<file path="config.mk">
export PLATFORM = sky130hd
export DESIGN_NAME = tdm_frame_aligner
export DESIGN_NICKNAME = d
export VERILOG_FILES = /design/src/rtl/tdm_frame_aligner.sv
export SDC_FILE = /design/constraint.sdc
export NUM_CORES = 1
export LEC_CHECK = 0
export CORE_MARGIN = 2
export CORE_UTILIZATION = 42
export CTS_BUF_LIST = sky130_fd_sc_hd__clkbuf_4 sky130_fd_sc_hd__clkbuf_8 sky130_fd_sc_hd__clkbuf_16
export DETAILED_ROUTE_END_ITERATION = 10
export PLACE_DENSITY_LB_ADDON = 0.25
export SKIP_CTS_REPAIR_TIMING = 1
export SYNTH_ARGS = -nofsm -noshare
export SYNTH_HDL_FRONTEND = slang
export SYNTH_SLANG_ARGS = --single-unit
</file>
<file path="constraint.sdc">
create_clock -name clk -period 1.4 [get_ports clk]
set_clock_uncertainty 0.05 [all_clocks]
set_input_delay 0.35 -clock clk [delete_from_list [all_inputs] [get_ports clk]]
set_output_delay 0.35 -clock clk [all_outputs]
set_load 0.02 [all_outputs]
</file>
<file path="src/rtl/tdm_frame_aligner.sv">
module tdm_frame_aligner #(
  parameter int FRAME_CYCLES = 1024,
  localparam int CW = $clog2(FRAME_CYCLES)
) (
  input  logic          clk,
  input  logic          rst_n,
  input  logic          fp_in,
  input  logic          fp_pol,
  input  logic          rate_sel,
  output logic          frame_start,
  output logic [CW-1:0] chan,
  output logic [2:0]    bitpos,
  output logic          locked,
  output logic          err
);

  localparam logic [CW-1:0] LAST = CW'(FRAME_CYCLES - 1);

  logic [CW-1:0] cyc;
  logic          synced;

  wire hit  = (fp_in == fp_pol);
  wire last = (cyc == LAST);

  always_ff @(negedge clk or negedge rst_n) begin
    if (!rst_n) begin
      cyc         <= '0;
      synced      <= 1'b0;
      locked      <= 1'b0;
      err         <= 1'b0;
      frame_start <= 1'b0;
    end else begin
      frame_start <= hit;
      err         <= 1'b0;
      if (hit) begin
        cyc    <= '0;
        synced <= 1'b1;
        locked <= synced && last;
        err    <= synced && !last;
      end else begin
        cyc <= last ? '0 : cyc + 1'b1;
        if (last && synced) begin
          synced <= 1'b0;
          locked <= 1'b0;
          err    <= 1'b1;
        end
      end
    end
  end

  assign chan   = rate_sel ? (cyc >> 1) : (cyc >> 2);
  assign bitpos = rate_sel ? (cyc[0] ? 3'd3 : 3'd7)
                           : 3'd7 - {cyc[1:0], 1'b0};

endmodule


</file>
==> results.py, run 1 <==
metrics = {
    "outcome": {
        "status": "finished, violations left",
        "violations": "setup timing",
    },
    "timing": {
        "rsz0062_at_grt": "yes",
        "final.setup.worst_slack_ns": -0.7922,
        "slew_violations": 0,
        "hold_violations": 0,
        "setup_viol": 28,
    },
    "worst_setup_path": {
        "path_max_fanout": 3,
        "crit_path_start_kind": "flip-flop",
        "critPathCaptureType": "primary output",
        "required_ns": 1.00,
        "r2r-start": "cyc[0]$_DFF_NN0_",
        "path_class": "reg2out",
        "crit_arrival_ns": 1.79,
        "setup.worst_path.start": "cyc[1]$_DFF_NN0_",
    },
    "yosys": {
        "synth.distinct_cells": 32,
        "syn_area_per_cell_um2": 10.10,
        "syn_inst": 81,
        "async_reset_ff_share_pct": 100.0,
        "synth.top_cell.area_share_pct": 42.81,
        "ys_warn_count": 0,
        "synth_area_um2": 818.3,
        "syn_nets": 87,
        "synth_top_cell_by_area": "dfrtn_1",
        "synthTopCellsByArea": "dfrtn_1, mux2_2, mux2i_1, nand2_1, and4_1",
        "synth_ff_type": "dfrtn_1",
        "synth-edff-count": 0,
        "ys_seq_elements": 14,
        "ys_seq_area_share_pct": 42.81,
    },
    "final_layout": {
        "final_cell_mix": "buf_6, buf_4, dfrtn_1",
        "nFillCells": 91,
        "nets": 137,
        "seqCellArea_um2": 350.3,
        "n_antenna_cell": 0,
        "final_common_cell": "buf_6",
        "multi_input_area_um2": 585.6,
        "postLayoutCellArea_um2": 1503,
        "area_growth_pct": 83.64,
        "drive_gt1_share_pct": 68.22,
    },
    "routing": {
        "viasPerCell": 5.390,
        "wl_per_cell_um": 16.32,
        "ant_nets": 0,
        "detail_route.first_pass.iterations": 4,
        "via_count": 830,
        "drtIter0Drc": 9,
        "drcViolationCount": 0,
        "routed_wl_mm": 2.513,
    },
    "floorplanning": {
        "dieArea_um2": 2317,
        "die_w_um": 48.14,
        "coreArea_um2": 1783,
        "rows": 15,
        "io_pins": 21,
        "initial_utilization_pct": 45.89,
        "die_y_um": 48.14,
    },
    "place": {
        "io_buffers": 18,
        "dp_hpwl_mm": 1.549,
        "place_area_um2": 1301,
        "place_congestion": 0.7841,
    },
    "power_and_ir_drop": {
        "ir_worst_vdd_uv": 659.9,
        "p_total_mw": 1.042,
        "p_per_area_nw_per_um2": 693.1,
        "leakage_nw": 0.6760,
    },
    "clock_tree": {
        "cts_tree": "done",
        "clk_path_buf_depth": 2,
        "cts.sinks": 14,
        "clockRootBuffer": "clkbuf_4",
        "htreeDepth": 1,
        "insertion_delay_ns": 0.29,
        "numCtsBuffers": 3,
        "clkTransAtPathRegs_ns": 0.06,
    },
    "worst_hold_path": {
        "min_path_type": "reg2reg",
        "hold_start": "synced$_DFFE_NN0P_",
    },
    "grt": {
        "gr-usage-all-layers_pct": 20.03,
        "grt.busiest_layer": "met2",
        "grt_use_met2_pct": 37.37,
        "met1_usage_pct": 22.93,
        "antenna_found_initial": 0,
        "grt_max_degree": 15,
        "use_met3_pct": 2.222,
        "grt_pass1_vias": 754,
        "grt_pass1_wl_mm": 3.160,
        "globalRouteOverflowTotal": 0,
    },
    "flow_run": {
        "drv_cap": 0,
    },
}
==> routing by layer <==
| layer | wire (um) | vias up |
|---|---|---|
| li1 | - | 381 |
| met1 | 1014 | 415 |
| met2 | 1365 | 29 |
| met3 | 89 | 5 |
| met4 | 44 | 0 |
| met5 | 0 | - |
==> through the flow <==
stage                     cells  util, %  hold WS (ns)  setup slack [ns]  TNS (ns)
after floorplan              81        -        0.3485           -0.4522    -8.258
after global placement      143    72.98        0.4314           -0.9077    -24.61
after detailed placement    143    72.98        0.4446           -0.9379    -25.20
after CTS                   146    74.25        0.4461            -1.238    -23.95
after global routing        154    84.28        0.4764           -0.8236    -13.07
final                       154    84.28        0.4661           -0.7922    -12.14
==> final timing paths <==
| kind | slack [ns] | endpoint | cells past startpoint |
|---|---|---|---|
| worst max-delay path | -0.79 | chan[0] | 2 |
| max in group asynchronous | 0.22 | synced$_DFFE_NN0P_ | 2 |
| worst min register to register | 0.47 | synced$_DFFE_NN0P_ | 1 |
| worst max register to register | -0.20 | cyc[5]$_DFF_NN0_ | 6 |
| worst min-delay path | 0.47 | synced$_DFFE_NN0P_ | 1 |
| min in group asynchronous | 0.93 | cyc[9]$_DFF_NN0_ | 2 |
==> cells in the mapped netlist, types with 2 or more instances <==
library cell,instances
nand4_1,4
inv_1,2
xnor2_1,2
o21ai_0,5
dfrtn_1,14
nand2_1,7
and4_1,3
buf_4,2
or3_1,3
nand3_1,3
conb_1,2
a21oi_1,3
buf_2,2
mux2i_1,3
nor2_2,2
nor2_1,3
mux2_2,6
==> registers in the layout, indices dropped and copies added (netlist names) <==
name	count
frame_start	1
cyc	10
synced	1
err	1
locked	1
==> critical path, cell delays in order, from the launching register on <==
cell and delay (ns):
dfrtn_1 0.39, mux2_4 0.28, buf_6 0.13
==> cells by family after synthesis <==
logic type / synth area share [%]
AOI/OAI and AO/OA: 12.23
buffers and inverters: 5.199
xor gates and xnor gates: 5.200
DFF: 42.81
muxes: 11.93
other: 0.9178
and+or+nand+nor: 20.18
adders and majority gates: 1.529
==> final cells by class <==
| class | count | area share, % |
|---|---|---|
| Sequential cell | 14 | 23.31 |
| Timing Repair Buffer | 50 | 33.22 |
| Multi-Input combinational cell | 59 | 38.97 |
| Inverter | 3 | 0.9159 |
| Tap cell | 25 | 2.082 |
| Clock buffer | 3 | 1.499 |
==> report_power, final <==
group | total, mW | leakage (nW) | internal [mW] | switching (mW)
clock network | 0.240 | 0.0138 | 0.100 | 0.140
registers | 0.450 | 0.183 | 0.428 | 0.0221
logic | 0.351 | 0.479 | 0.196 | 0.156
total | 1.04 | 0.676 | 0.724 | 0.318
No activity file was read; power rests on OpenSTA's default activity.
==> run 2, diff against run 1 <==
==> constraint.sdc (replaced) <==
create_clock -name clk -period 1.4 [get_ports clk]
set_clock_uncertainty 0.05 [all_clocks]
set_input_delay 0.28 -clock clk [delete_from_list [all_inputs] [get_ports clk]]
set_output_delay 0.28 -clock clk [all_outputs]
set_load 0.02 [all_outputs]
==> run 2 against run 1 <==
Compared with the run above:
- the run still ends with setup timing left
- global-route usage is 1.4 points lower
- critical path depth stayed put
- die area stayed put
- final area is 3.0% lower
- hold slack worse by 0.0013 ns
- flip-flop and latch count stayed put
- combinational power is 6.8% lower
- first-iteration DRC count is 22% lower
- total power is 3.5% higher
==> results.py, run 2 (synthesized netlist as in run 1, its figures left out) <==
metrics = {
    "timing": {
        "final.setup.worst_slack_ns": -0.7344,
        "hold_violations": 0,
        "rsz0062_at_grt": "yes",
        "setup_viol": 27,
        "finalSetupTns_ns": -11.22,
        "slew_violations": 0,
    },
    "grt": {
        "grt_pass1_vias": 665,
        "antenna_found_initial": 0,
        "grt_max_degree": 15,
        "globalRouteOverflowTotal": 0,
        "grt_pass1_wl_mm": 2.911,
        "gr-usage-all-layers_pct": 18.62,
    },
    "flow_run": {
        "drv_cap": 0,
    },
    "routing": {
        "drtIter0Drc": 7,
        "wl_per_cell_um": 14.93,
        "detail_route.first_pass.iterations": 4,
        "viasPerCell": 5.282,
        "top_layer": "met4",
        "dr_wl_met3_um": 106,
        "wl_met2_mm": 1.185,
        "ant_nets": 0,
        "routed_wl_mm": 2.225,
        "drcViolationCount": 0,
        "via_count": 787,
        "wl_met1_um": 889,
    },
    "final_layout": {
        "largest_register": "cyc",
        "fin_util_pct": 81.75,
        "final_cell_mix": "buf_4, buf_6, dfrtn_1",
        "n_antenna_cell": 0,
        "nFillCells": 100,
        "drive_gt1_share_pct": 65.32,
        "instances_no_fill": 149,
        "area_growth_pct": 78.13,
        "final_common_cell": "buf_4",
        "nets": 131,
        "largest_reg_flops": 10,
        "postLayoutCellArea_um2": 1458,
    },
    "clock_tree": {
        "insertion_delay_ns": 0.29,
        "htreeDepth": 1,
        "clkTransAtPathRegs_ns": 0.06,
        "numCtsBuffers": 3,
        "clk_path_buf_depth": 2,
        "cts.sinks": 14,
        "clockRootBuffer": "clkbuf_4",
        "cts_tree": "done",
    },
    "power_and_ir_drop": {
        "ir_worst_vdd_uv": 683.9,
        "leakage_nw": 0.6508,
        "p_per_area_nw_per_um2": 739.7,
    },
    "floorplanning": {
        "die_y_um": 48.14,
        "dieArea_um2": 2317,
        "initial_utilization_pct": 45.89,
        "io_pins": 21,
        "coreArea_um2": 1783,
        "die_w_um": 48.14,
        "rows": 15,
    },
    "worst_setup_path": {
        "critPathCaptureType": "primary output",
        "critPathMaxStageDelay_ns": 0.40,
        "crit_path_start_kind": "flip-flop",
        "worst-path-buf-inv": 1,
        "path_max_fanout": 3,
        "slowest_stage": "dfrtn_1",
        "crit_family": "flip-flops",
        "crit_chain": "mux2_4 > buf_6",
        "r2r_slack_ns": -0.25,
        "crit_arrival_ns": 1.80,
        "required_ns": 1.07,
        "path_class": "reg2out",
    },
    "place": {
        "place_congestion": 0.7615,
        "dp_hpwl_mm": 1.425,
        "io_buffers": 18,
        "place_area_um2": 1275,
        "pre_cts_slack_ns": -0.8677,
        "dp_cells": 140,
    },
    "worst_hold_path": {
        "min_path_type": "reg2reg",
    },
    "outcome": {
        "violations": "setup timing",
        "status": "finished, violations left",
    },
}
## run 2: cell types whose count changed in the layout (fill, tap and decap cells not counted), sizes merged
cell / previous run / this run
buf: 48 / 42
clkbuf: 3 / 4
## run 2: final timing paths
| path | cells past startpoint | end | startpoint |
|---|---|---|---|
| setup / recovery | 2 | chan[0] | cyc[1]$_DFF_NN0_ |
| hold / removal | 1 | synced$_DFFE_NN0P_ | synced$_DFFE_NN0P_ |
| setup reg to reg | 6 | cyc[5]$_DFF_NN0_ | cyc[0]$_DFF_NN0_ |
| hold reg to reg | 1 | synced$_DFFE_NN0P_ | synced$_DFFE_NN0P_ |
| max in group asynchronous | 2 | cyc[6]$_DFF_NN0_ | rst_n |
| min in group asynchronous | 2 | cyc[3]$_DFF_NN0_ | rst_n |
## run 2: power by group
part / internal [mW] / total (mW) / leakage, nW / switching [mW]
clock: 0.159 / 0.300 / 0.0210 / 0.142
sequential: 0.428 / 0.451 / 0.183 / 0.0232
combinational: 0.178 / 0.327 / 0.447 / 0.149
total: 0.764 / 1.08 / 0.651 / 0.314
## run 2: layout make-up
class | instances | area (um2) | area share (%)
tap | 25 | 31.28 | 2.146
sequential | 14 | 350.3 | 24.03
multi-input combinational | 59 | 586.8 | 40.26
clock buffer | 4 | 36.28 | 2.489
inverter | 3 | 13.76 | 0.9442
timing repair buffer | 44 | 439.2 | 30.13
## run 2: worst register-to-register path, stage by stage, from the launching register on
cell and delay [ns]:
dfrtn_1 0.54, buf_6 0.17, ha_4 0.15, and4_4 0.26
buf_6 0.11, a31o_4 0.18, a21oi_2 0.04
## run 2: stage by stage
step / power [mW] / hold slack [ns]
floorplan: 0.5992 / 0.3485
global placement: 0.7216 / 0.4297
detailed placement: 0.7254 / 0.4515
CTS: 1.020 / 0.4519
global route: 1.108 / 0.4764
finish: 1.078 / 0.4648
## run 2: layer usage
metal  track usage, %  up-vias
met4            6.486        0
li1                 -      371
met2            31.84       27
met5                0        -
met3            2.963        4
met1            23.76      385
